### config.mk
export PLATFORM = sky130hd
export DESIGN_NAME = cfg_port_unlock
export DESIGN_NICKNAME = d
export VERILOG_FILES = /design/src/rtl/cfg_port_unlock.sv
export SDC_FILE = /design/constraint.sdc
export NUM_CORES = 1
export LEC_CHECK = 0
export BUFFER_PORTS_ARGS = -buffer_cell sky130_fd_sc_hd__buf_2
export CORE_MARGIN = 4
export CORE_UTILIZATION = 41
export DETAILED_ROUTE_END_ITERATION = 7
export GPL_ROUTABILITY_DRIVEN = 0
export PLACE_DENSITY = 0.75
export SYNTH_ARGS = -nofsm -noshare
export SYNTH_HDL_FRONTEND = slang
export SYNTH_SLANG_ARGS = --single-unit
### constraint.sdc
create_clock -name clk -period 1.8 [get_ports clk]
set_clock_uncertainty 0.2 [all_clocks]
set_input_delay 0.09 -clock clk [delete_from_list [all_inputs] [get_ports clk]]
set_output_delay 0.09 -clock clk [all_outputs]
set_load 0.005 [all_outputs]
### src/rtl/cfg_port_unlock.sv
module cfg_port_unlock #(
  parameter logic [15:0] BASE_ADDR = 16'h002E,
  parameter logic [15:0] CHIP_ID   = 16'h8716,
  parameter logic [7:0]  SPI_LDN   = 8'h07
) (
  input  logic        clk,
  input  logic        rst_n,
  input  logic [15:0] addr,
  input  logic [7:0]  wdata,
  input  logic        wr,
  input  logic        rd,
  output logic [7:0]  rdata,
  output logic        unlocked,
  output logic [7:0]  flash_ctl,
  output logic [15:0] spi_base
);
  localparam logic [7:0]  KEY4     = (BASE_ADDR == 16'h002E) ? 8'h55 : 8'hAA;
  localparam logic [15:0] DATA_ADR = BASE_ADDR + 16'd1;

  typedef enum logic [2:0] {S_IDLE, S_K1, S_K2, S_K3, S_OPEN} st_t;
  st_t        st;
  logic [7:0] idx, ldn, rd_val;

  wire idx_hit = (addr == BASE_ADDR);
  wire dat_hit = (addr == DATA_ADR);
  wire wr_idx  = wr && idx_hit;
  wire wr_dat  = wr && dat_hit;
  wire spi_sel = (ldn == SPI_LDN);

  assign unlocked = (st == S_OPEN);

  always_ff @(posedge clk) begin
    if (!rst_n) st <= S_IDLE;
    else case (st)
      S_IDLE: if (wr_idx) st <= (wdata == 8'h87) ? S_K1 : S_IDLE;
      S_K1:   if (wr_idx) st <= (wdata == 8'h01) ? S_K2 : S_IDLE;
      S_K2:   if (wr_idx) st <= (wdata == 8'h55) ? S_K3 : S_IDLE;
      S_K3:   if (wr_idx) st <= (wdata == KEY4)  ? S_OPEN : S_IDLE;
      S_OPEN: if (wr_dat && idx == 8'h02 && wdata == 8'h02) st <= S_IDLE;
      default: st <= S_IDLE;
    endcase
  end

  always_ff @(posedge clk) begin
    if (!rst_n) begin
      idx       <= 8'h00;
      ldn       <= 8'h00;
      flash_ctl <= 8'h00;
      spi_base  <= 16'h0000;
    end else if (unlocked) begin
      if (wr_idx) idx <= wdata;
      if (wr_dat) begin
        case (idx)
          8'h07: ldn       <= wdata;
          8'h24: flash_ctl <= wdata;
          8'h64: if (spi_sel) spi_base[15:8] <= wdata;
          8'h65: if (spi_sel) spi_base[7:0]  <= wdata;
          default: ;
        endcase
      end
    end
  end

  always_comb begin
    rd_val = 8'h00;
    if (!unlocked)    rd_val = 8'hFF;
    else if (idx_hit) rd_val = idx;
    else begin
      case (idx)
        8'h07: rd_val = ldn;
        8'h20: rd_val = CHIP_ID[15:8];
        8'h21: rd_val = CHIP_ID[7:0];
        8'h24: rd_val = flash_ctl;
        8'h64: rd_val = spi_sel ? spi_base[15:8] : 8'h00;
        8'h65: rd_val = spi_sel ? spi_base[7:0]  : 8'h00;
        default: rd_val = 8'h00;
      endcase
    end
  end

  always_ff @(posedge clk) begin
    if (!rst_n) rdata <= 8'hFF;
    else if (rd && (idx_hit || dat_hit)) rdata <= rd_val;
  end
endmodule


* Word level (Yosys, flattened, before mapping) *
Index checks and enable logic that the tools add are counted.

storage, ports and cells
  register bits = 51
  output and inout bits = 33
  word-level logic and storage cells = 58

cells by class
  equality and inequality tests = 23
  multiplexer cells = 15
  reduce and logical (&&, ||, !) cells = 13

operator list
  cell                   number
  $pmux W8 S6            1
  $eq A16 B6 Y1 const B  2
  $mux W8                4
  $eq A8 B6 Y1 const B   3
  $eq A8 B7 Y1 const B   3
  $mux W3                6
  $eq A8 B2 Y1 const B   2
  $eq A8 B3 Y1 const B   2
  $pmux W3 S5            1
  $eq A8 B1 Y1 const B   1
  $eq A8 B8 Y1 const B   1
  $ne A2 B2 Y1 const B   4
  $reduce_and A4 Y1      2
  $eq A3 B2 Y1 const B   2
  $reduce_and A3 Y1      2
  $logic_and A1 B1 Y1    5
  $reduce_and A5 Y1      1
  $mux W2                2
  $eq A3 B1 Y1 const B   1
  $eq A3 B3 Y1 const B   1
  $logic_not A3 Y1       1
  $ne A2 B1 Y1 const B   1
  $reduce_and A2 Y1      1
  $logic_or A1 B1 Y1     1
  $mux W1                1

* Logic depth before layout (Yosys ltp) *
Gate-level depths: netlist (run 1).

  depth after elaboration = 6
  depth in mapped cells = 8

* Least setup slack after synthesis (run 1) *
Ideal clock, no wire load.

  path kind = flip-flop to flip-flop
  start point = reg idx[4]
  end point = reg st[1]
  data arrival time = 1.725 ns
  data required time = 1.528 ns
  path slack = -0.196 ns
  stages on the path, launching flop included = 6
  buffers on the path = 1
  cells stage by stage = dfxtp_1 or3_1 clkbuf_1 or4_4 o21ai_2 mux2i_1

between the ends
  cells in the longest elaborated chain, start to end = 5

RTL lines
  element                             RTL line  RTL
  start: declaration                  22        logic [7:0] idx, ldn, rd_val;
  start signal: assignment            51        if (wr_idx) idx <= wdata;
  $eq A8 B2 Y1                        39        S_OPEN: if (wr_dat && idx == 8'h02 && wdata == 8'h02) st <= S_IDLE;
  $logic_and A1 B1 Y1 (2 in series)   39
  $ne A2 B1 Y1 (no source line)       -
  $reduce_and A5 Y1 (no source line)  -
  end signal: assignment              36        S_K1: if (wr_idx) st <= (wdata == 8'h01) ? S_K2 : S_IDLE;
  end signal: assignment              37        S_K2: if (wr_idx) st <= (wdata == 8'h55) ? S_K3 : S_IDLE;
  end signal: assignment              38        S_K3: if (wr_idx) st <= (wdata == KEY4) ? S_OPEN : S_IDLE;
  end: declaration                    21        st_t st;

Every way passes these cells.
A chain may end at the register's enable or synchronous reset.

* Worst setup path after layout (run 1) *
  start point = reg idx[7]
  end point = reg st[1]

Same word-level chain as after synthesis.

==> run summary, run 1 <==
Fraction of layout cells with a size suffix above 1 -> 41.2%
I/O pin total -> 61
Final std cells w/o fill -> 533
Hold Path Stages -> 4
Final core occ -> 63.4%
Fraction of the cycle the final worst path needs -> 109%
Max-cap violation count -> 0
Worst skew pair latency -> 320 ps
Post-route cell area -> 4070 sq um
Post-synth net total -> 352
Row cnt -> 29
Sequential power share -> 55.9%
Status -> finished, violations left
Final setup TNS -> -1500 ps
RSZ-0062 raised after global routing -> yes
Synthesis Warnings -> 0
First-pass GRT wire length -> 15.1 mm
CP Launch Type -> flip-flop
End of the worst hold path -> idx[1]$_SDFFE_PN0P_
Vias per std cell -> 5.82
Bufs on Longest Clock Path -> 2
Final min period -> 1960 ps
Syn Area/Cell -> 8.50 sq um
CP arrival -> 2010 ps
Detailed-route via count -> 3100
Sequential-to-total area share from yosys stat -> 37.1%
Final HPWL DP -> 6.65 mm
Combinational power share -> 8.2%
GR Overflow Total -> 0
Seq cells post-synth -> 51
Reg2reg start -> idx[7]$_SDFFE_PN0P_
Final wirelength -> 9.53 mm
Fin. max-slew vios -> 0
Synth top area share -> 37.1%
Critical path peak fanout -> 3
CTS buffer count -> 5
Die extent in y -> 89.9 microns
First-pass detailed-route iteration total -> 5
Net Sw Frac -> 26.0%
Clock power share -> 35.9%
Area contributors post-synth -> dfxtp_1 (37%), mux2i_1 (12%), nand2_1 (7.1%)
Num Clock Sinks -> 51
Worst-Margin Slew -> 325 ps
Slew margin rel. -> 78.0%
Hold path startpoint -> wdata[1]
Number of setup violations in the final report -> 40
Fin nets -> 483
Antenna Nets Post-Route -> 0
Final Hold Viols -> 0
Initial antenna violation count -> 0
Port buffer count -> 60
# DRC -> 0
All-Layer GR Usage -> 22.5%
Met3 wire len -> 731 microns
Cells after Synth -> 324
Post-synth EDFFs -> 0
Yosys cell types -> 49
Die area -> 8090 sq um
Post-DP Area -> 3610 sq um
Highest Signal Layer -> met4
Cells after DPL -> 503
Cell taking the most area after synthesis -> dfxtp_1
Final Power -> 2.01 mW
H-tree depth -> 2
Setup WS pre-CTS -> -219 ps
Lkg Pwr -> 1.71 nW
Initial DRC count -> 286
Average wire per standard cell -> 17.9 microns
Clock tree root buffer cell -> clkbuf_8
R2R Setup Slk -> -160 ps
Die X-Extent -> 89.9 microns
Initial cell density of the core -> 42.9%
Setup ws final -> -156 ps
NetSw -> 0.521 mW
Critical Path End Type -> flip-flop
Met2 wire len -> 4.50 mm
Synth async-reset ratio -> 0%
Worst endpoint required time -> 1850 ps
Reg2Reg Depth -> 4
Cell Area, Synth -> 2750 sq um
CTS clock-pin slew for the worst setup and hold paths -> 110 ps
Fillers -> 511
Primary FF master, synth -> dfxtp_1
Failing checks -> negative setup slack
Area Growth Syn to Fin -> 48.0%
Largest net degree at the start of global routing -> 29
CTS tree -> yes
Crit Reg-Reg Endpoint -> st[1]$_SDFFE_PN0P_
Core Region -> 6420 sq um
Worst hold slack -> 34.2 ps
Pwr dens -> 492 nW/um^2
ANT cells -> 0
Crit path kind -> flip-flop to flip-flop
Worst hold path type -> input pin to flip-flop
Wl on met1 -> 3.87 mm
VDD IR max -> 0.000437 V
Max Clk Rate -> 0.511 GHz
Vias in the first global route -> 3063
P_int -> 1.48 mW
-- worst max-delay path: stages, from the launching register on --
cell and delay (ps):
dfxtp_2 340, or3_4 410, or4_4 550, o21ai_4 190, mux2i_1 200
-- layout make-up --
| class | instances | area (sq um) | share of cell area (%) |
|---|---|---|---|
| Tap cell | 77 | 96.3 | 2.37 |
| Clock inverter | 3 | 27.5 | 0.676 |
| Multi-Input combinational cell | 248 | 1790 | 44.0 |
| Inverter | 6 | 22.5 | 0.553 |
| Clock buffer | 5 | 68.8 | 1.69 |
| Sequential cell | 51 | 1040 | 25.6 |
| Timing Repair Buffer | 143 | 1020 | 25.1 |
-- timing repair --
item	4_1_cts	5_1_grt
hold buffers	7	0
endpoints found under the hold margin	15	0
cloned	1	0
setup endpoints to repair	45	51
pin swaps	6	15
resized for setup	27	28
setup buffers	8	6
-- layer usage --
metal | GRT usage, % | vias to the layer above
li1 | - | 1437
met1 | 28.0 | 1443
met2 | 38.0 | 173
met3 | 4.09 | 47
met4 | 10.5 | 0
met5 | 0 | -
-- cell usage in the layout (no fill, tap or decap), types with 3 or more instances in the layout --
master,count
o22ai_1,3
a22oi_1,9
dfxtp_1,41
and4_1,3
o21ai_0,8
inv_1,6
nor4b_1,4
o21ai_2,3
dfxtp_4,4
buf_2,60
mux2i_1,32
o21ai_1,5
buf_6,6
clkbuf_8,5
dlygate4sd3_1,7
nand4_1,6
buf_12,4
a21oi_1,4
nor4_4,3
nor2_1,16
nor4_1,4
nor3_1,3
dfxtp_2,6
a31oi_1,9
nand3_1,21
buf_4,65
nor2b_1,18
nor3b_4,3
o21ai_4,3
nand2_1,52
-- state kept, by name, summed over array words and instances (netlist names) --
name / flops
rdata: 8
spi_base: 16
flash_ctl: 8
st: 3
idx: 8
ldn: 8
-- power by group through the flow --
stage	sequential, mW	combinational [mW]	clock, mW
after floorplan	1.15	0.0502	0
after global placement	1.15	0.138	0
after detailed placement	1.15	0.141	0
after CTS	1.12	0.156	0.717
after global routing	1.12	0.174	0.764
final	1.12	0.164	0.721
-- cells in the mapped netlist (all sizes together) (3+ instances only) --
cell type	n
nand2	52
a31oi	9
nand4	9
mux2i	34
nor4	7
inv	6
o22ai	3
nor3b	6
dfxtp	51
and4	3
clkbuf	15
a21oi	6
nor4b	5
nor2	17
o21ai	19
nor3	5
a22oi	9
nand3	21
nor2b	20
buf	4
-- worst max path at each step --
stage / from / endpoint / slack [ps] / cells after the start
final: idx[7]$_SDFFE_PN0P_ / st[1]$_SDFFE_PN0P_ / -160 / 4
after global routing: idx[7]$_SDFFE_PN0P_ / st[1]$_SDFFE_PN0P_ / -170 / 4
after CTS: idx[1]$_SDFFE_PN0P_ / rdata[6]$_SDFFE_PN1P_ / -100 / 6
after detailed placement: wdata[4] / st[1]$_SDFFE_PN0P_ / -220 / 6
after global placement: wdata[4] / st[0]$_SDFFE_PN0P_ / -170 / 6
after floorplan: ldn[7]$_SDFFE_PN0P_ / spi_base[0]$_SDFFE_PN0P_ / -130 / 4
-- cells by family (layout without fill, tap and decap cells) --
family,after synthesis,in the layout,synth area share (%)
multiplexers,34,34,12.4
AO/OA/AOI/OAI,51,51,11.5
buffers and inverters,25,157,3.59
flip-flops,51,51,37.1
AND/OR/NAND/NOR,163,163,35.5
(Power assumes the default switching activity.)
==> run 2: changes to the inputs <==
RECOVER_POWER = 100   (was unset)
==> run 2 against run 1 <==
The flow still finishes with violations (negative setup slack). Register-to-register slack hardly changed. Clock-buffer cell count stayed put. Sequential share of layout area increased by 0.10 points. Cell area decreased by 0.40%. Clock power about the same. Sequential cell count is the same. Non-clock buffer count unchanged. Die area stayed put. First-iteration DRC count increased by 3.1%. Critical path type unchanged.
==> run summary, run 2 (same netlist as run 1, synthesis figures left out) <==
Setup ws final -> -155 ps
Antenna Nets Post-Route -> 0
Average wire per standard cell -> 17.8 microns
Fraction of layout cells with a size suffix above 1 -> 38.4%
Final Hold Viols -> 0
GR Util met3 -> 4.09%
H-tree depth -> 2
Critical Path End Type -> flip-flop
Vias per std cell -> 5.79
Slowest CP cell -> or4_4
I/O pin total -> 61
Pwr dens -> 494 nW/um^2
Max-cap violation count -> 0
Top reg by flops -> spi_base
Worst hold path type -> input pin to flip-flop
CTS clock-pin slew for the worst setup and hold paths -> 110 ps
Most frequent cells in the layout -> buf_4 (65), nand2_1 (52), buf_2 (47)
Initial cell density of the core -> 42.9%
CP arrival -> 2010 ps
Fin. max-slew vios -> 0
First-pass GRT wire length -> 15.1 mm
Die X-Extent -> 89.9 microns
Max reg flops -> 16
Commonest non-fill, non-tap cell in the layout -> buf_4
Buf+Inv Stages, Crit Path -> 0
ANT cells -> 0
Detailed-route via count -> 3084
CP cell instances -> or3_4 > or4_4 > o21ai_4 > mux2i_1
Crit-path max cell delay -> 550 ps
Initial antenna violation count -> 0
Largest net degree at the start of global routing -> 29
Die extent in y -> 89.9 microns
Status -> finished, violations left
Met1 GRT Util -> 28.0%
Port buffer count -> 60
Vias in the first global route -> 3063
Failing checks -> negative setup slack
CTS tree -> yes
CP Launch Type -> flip-flop
VDD IR max -> 0.000436 V
Core Region -> 6420 sq um
CTS buffer count -> 5
GR Util met2 -> 38.0%
Max Clk Rate -> 0.511 GHz
Initial DRC count -> 295
Worst skew pair latency -> 320 ps
Bufs on Longest Clock Path -> 2
Final wirelength -> 9.49 mm
Worst hold slack -> 33.5 ps
Fin nets -> 483
Num Clock Sinks -> 51
Die area -> 8090 sq um
Worst endpoint required time -> 1850 ps
Delay-heaviest family, CP -> simple AND/OR/NAND/NOR gates
GR Overflow Total -> 0
Gr busiest metal -> met2
Fraction of the cycle the final worst path needs -> 109%
Lkg Pwr -> 1.67 nW
Worst-Margin Slew -> 329 ps
First-pass detailed-route iteration total -> 5
Crit path kind -> flip-flop to flip-flop
Clock tree root buffer cell -> clkbuf_8
Row cnt -> 29
Critical path peak fanout -> 3
Fillers -> 516
# DRC -> 0
Number of setup violations in the final report -> 37
Final Power -> 2.00 mW
Slew margin rel. -> 77.8%
All-Layer GR Usage -> 22.5%
Final HPWL DP -> 6.65 mm
RSZ-0062 raised after global routing -> yes
Area Growth Syn to Fin -> 47.4%
Final min period -> 1960 ps
run 2: cell count changes in the layout (fill, tap and decap cells not counted):
cell | before | now
buf_2 | 60 | 47
clkbuf_1 | 0 | 13
run 2: final cells by class:
cell class                      count  area, sq um  share of cell area [%]
Sequential cell                    51         1040                    25.7
Inverter                            6         22.5                   0.555
Timing Repair Buffer              143         1000                    24.8
Multi-Input combinational cell    248         1790                    44.2
Tap cell                           77         96.3                    2.38
Clock buffer                        5         68.8                    1.70
Clock inverter                      3         27.5                   0.679
run 2: what timing repair did:
| item | 4_1_cts | 5_1_grt |
|---|---|---|
| gates resized for setup | 27 | 28 |
| setup endpoints to repair | 45 | 51 |
| hold buffers | 7 | 0 |
| hold endpoints to repair | 15 | 0 |
| setup buffers | 8 | 6 |
| cloned | 1 | 0 |
| pin swaps | 6 | 15 |
run 2: per-layer routing:
layer  vias up  wire [microns]
li1       1437               -
met1      1432            3800
met2       172            4590
met3        43             692
met4         0             405
met5         -               0
run 2: where the power goes:
| group | leakage, nW | switching, mW | internal [mW] |
|---|---|---|---|
| clock | 0.0467 | 0.429 | 0.289 |
| combinational | 1.20 | 0.0882 | 0.0748 |
| sequential | 0.417 | 0.00000000184 | 1.12 |
| total | 1.67 | 0.517 | 1.48 |
run 2: per-stage QoR:
stage	instances	cell area [sq um]	worst slack [ps]	TNS, ps	utilization, %
2_1_floorplan	324	2810	-133	-3080	-
3_3_place_gp	503	3610	-174	-3390	56.3
3_5_place_dp	503	3610	-219	-4750	56.3
4_1_cts	527	3910	-104	-1230	60.9
5_1_grt	533	4060	-171	-4900	63.2
6_report	533	4060	-155	-1360	63.2
run 2: worst paths after layout:
check                           start                       end  depth (start not counted)  slack (ps)
max               idx[7]$_SDFFE_PN0P_        st[1]$_SDFFE_PN0P_                          4        -160
max reg2reg       idx[7]$_SDFFE_PN0P_        st[1]$_SDFFE_PN0P_                          4        -160
min                          wdata[1]       idx[1]$_SDFFE_PN0P_                          4          30
min reg2reg  spi_base[2]$_SDFFE_PN0P_  spi_base[2]$_SDFFE_PN0P_                          2         280
run 2: worst register-to-register path: stages, from the launching register on:
cell     delay (ps)
dfxtp_2         340
or3_4           410
or4_4           560
o21ai_4         190
mux2i_1         200
==> run 3: changes to the inputs <==
CORE_MARGIN = unset   (was 4)
PLACE_DENSITY = 0.72   (was 0.75)
clock period = 2.1 ns   (was 1.8 ns; I/O delays follow)
==> run 3 against run 2 <==
The run ends with design-rule violations left. Hold slack got worse by 13 ps. Cell area fell by 14%. Sequential share of layout area rose by 3.7 points. Setup slack improved by 220 ps. Power fell by 8.9%. Clock-buffer cell count rose by 1. Global-route usage rose by 0.64 points. Clock power rose by 3.1%. Sequential cell count did not move. Largest cell class unchanged.
==> run summary, run 3 (same netlist as run 1, synthesis figures left out) <==
Die X-Extent -> 83.9 microns
Detailed-route via count -> 2750
Launch point of the worst path -> idx[1]$_SDFFE_PN0P_
Reg2Reg Depth -> 6
Fin nets -> 433
RSZ-0062 raised after global routing -> yes
First-pass detailed-route iteration total -> 7
Area Growth Syn to Fin -> 26.7%
H-tree depth -> 2
Top reg by flops -> spi_base
Failing checks -> design-rule violations
Critical Path End Type -> flip-flop
Critical path peak fanout -> 10
Most frequent cells in the layout -> nand2_1 (52), buf_2 (52), dfxtp_1 (48)
Worst-Margin Slew -> 412 ps
Average wire per standard cell -> 16.2 microns
Status -> finished, violations left
Fraction of layout cells with a size suffix above 1 -> 25.4%
Worst hold path type -> input pin to flip-flop
Row cnt -> 29
Port buffer count -> 60
Largest net degree at the start of global routing -> 45
Number of setup violations in the final report -> 0
Bufs on Longest Clock Path -> 2
CP arrival -> 2040 ps
Slew margin rel. -> 72.2%
Final HPWL DP -> 5.86 mm
Clock tree root buffer cell -> clkbuf_8
Final wirelength -> 7.85 mm
Max-cap violation count -> 0
Antenna Nets Post-Route -> 0
Fillers -> 570
R2R Setup Slk -> 70 ps
GR Overflow Total -> 0
Lkg Pwr -> 1.43 nW
Final core occ -> 54.3%
VDD IR max -> 0.000454 V
Fraction of the cycle the final worst path needs -> 96.8%
Fin. max-slew vios -> 0
Initial cell density of the core -> 42.9%
Met2 wire len -> 3.53 mm
CTS tree -> yes
I/O pin total -> 61
Met3 wire len -> 556 microns
Core Region -> 6420 sq um
Die area -> 7050 sq um
Initial DRC count -> 203
CTS clock-pin slew for the worst setup and hold paths -> 90 ps
Register Area -> 1020 sq um
Highest Signal Layer -> met4
CTS buffer count -> 5
Wl on met1 -> 3.59 mm
Area of the multi-input gates -> 1640 sq um
ANT cells -> 0
First-pass GRT wire length -> 13.0 mm
Worst Setup EP -> ldn[3]$_SDFFE_PN0P_
Worst skew pair latency -> 310 ps
Max reg flops -> 16
Pwr dens -> 523 nW/um^2
Final min period -> 2030 ps
Max Clk Rate -> 0.492 GHz
Final Power -> 1.82 mW
Die extent in y -> 83.9 microns
All-Layer GR Usage -> 23.2%
Reg2reg start -> idx[1]$_SDFFE_PN0P_
Crit path kind -> flip-flop to flip-flop
Vias per std cell -> 5.69
Worst endpoint required time -> 2110 ps
Initial antenna violation count -> 0
# DRC -> 8
Crit Reg-Reg Endpoint -> ldn[3]$_SDFFE_PN0P_
Vias in the first global route -> 2638
Num Clock Sinks -> 51
CP Launch Type -> flip-flop
Final Hold Viols -> 0
-- run 3: cell types whose count changed in the layout (fill, tap and decap cells not counted), sizes merged --
| cell | change |
|---|---|
| clkbuf | -4 |
| inv | -1 |
| clkinvlp | -1 |
| bufinv | +1 |
| buf | -45 |
-- run 3: what timing repair did --
| action | CTS | global route |
|---|---|---|
| hold buffers | 7 | 0 |
| hold endpoints to repair | 20 | 0 |
| setup endpoints to repair | 7 | 27 |
| pin swaps | 0 | 1 |
| setup buffers | 0 | 0 |
| resized for setup | 1 | 4 |
-- run 3: critical path: stages (launching register included) --
cell and delay, ps:
dfxtp_1 470, nor2b_1 240, buf_4 210, and2_1 150, nand4_2 320, mux2i_1 280, nor2b_1 60
-- run 3: worst min path at each step --
stage | from | end | slack, ps | cells past startpoint
after detailed placement | wdata[0] | idx[0]$_SDFFE_PN0P_ | 230 | 3
final | wdata[5] | idx[5]$_SDFFE_PN0P_ | 20 | 4
after global placement | wdata[0] | idx[0]$_SDFFE_PN0P_ | 230 | 3
after floorplan | wdata[0] | idx[0]$_SDFFE_PN0P_ | 40 | 2
after CTS | wdata[5] | idx[5]$_SDFFE_PN0P_ | 10 | 4
after global routing | wdata[7] | idx[7]$_SDFFE_PN0P_ | 9 | 4
-- run 3: metrics by stage --
step	worst slack, ps	std cells	hold WS [ps]	cell area (sq um)	setup TNS, ps
2_1_floorplan	104	324	35.4	2750	0
3_3_place_gp	2.44	468	228	3290	0
3_5_place_dp	-27.6	468	229	3290	-51.7
4_1_cts	23.3	483	13.1	3490	0
5_1_grt	-32.0	483	8.65	3490	-84.7
6_report	67.2	483	20.6	3490	0
-- run 3: metal layers --
| layer | up-vias | track usage [%] |
|---|---|---|
| met4 | 0 | 7.68 |
| met3 | 21 | 4.75 |
| met2 | 114 | 36.9 |
| li1 | 1339 | - |
| met5 | - | 0 |
| met1 | 1276 | 31.3 |
-- run 3: cell type report --
cell class | instances | area share (%)
sequential | 51 | 29.4
clock inverter | 2 | 1.11
clock buffer | 6 | 2.37
inverter | 6 | 0.646
timing repair buffer | 93 | 16.6
tap | 77 | 2.76
multi-input combinational | 248 | 47.1
-- run 3: power breakdown --
part           total (mW)  switching [mW]  internal [mW]
clock               0.740           0.348          0.392
sequential          0.966   0.00000000218          0.966
combinational       0.118          0.0648         0.0529
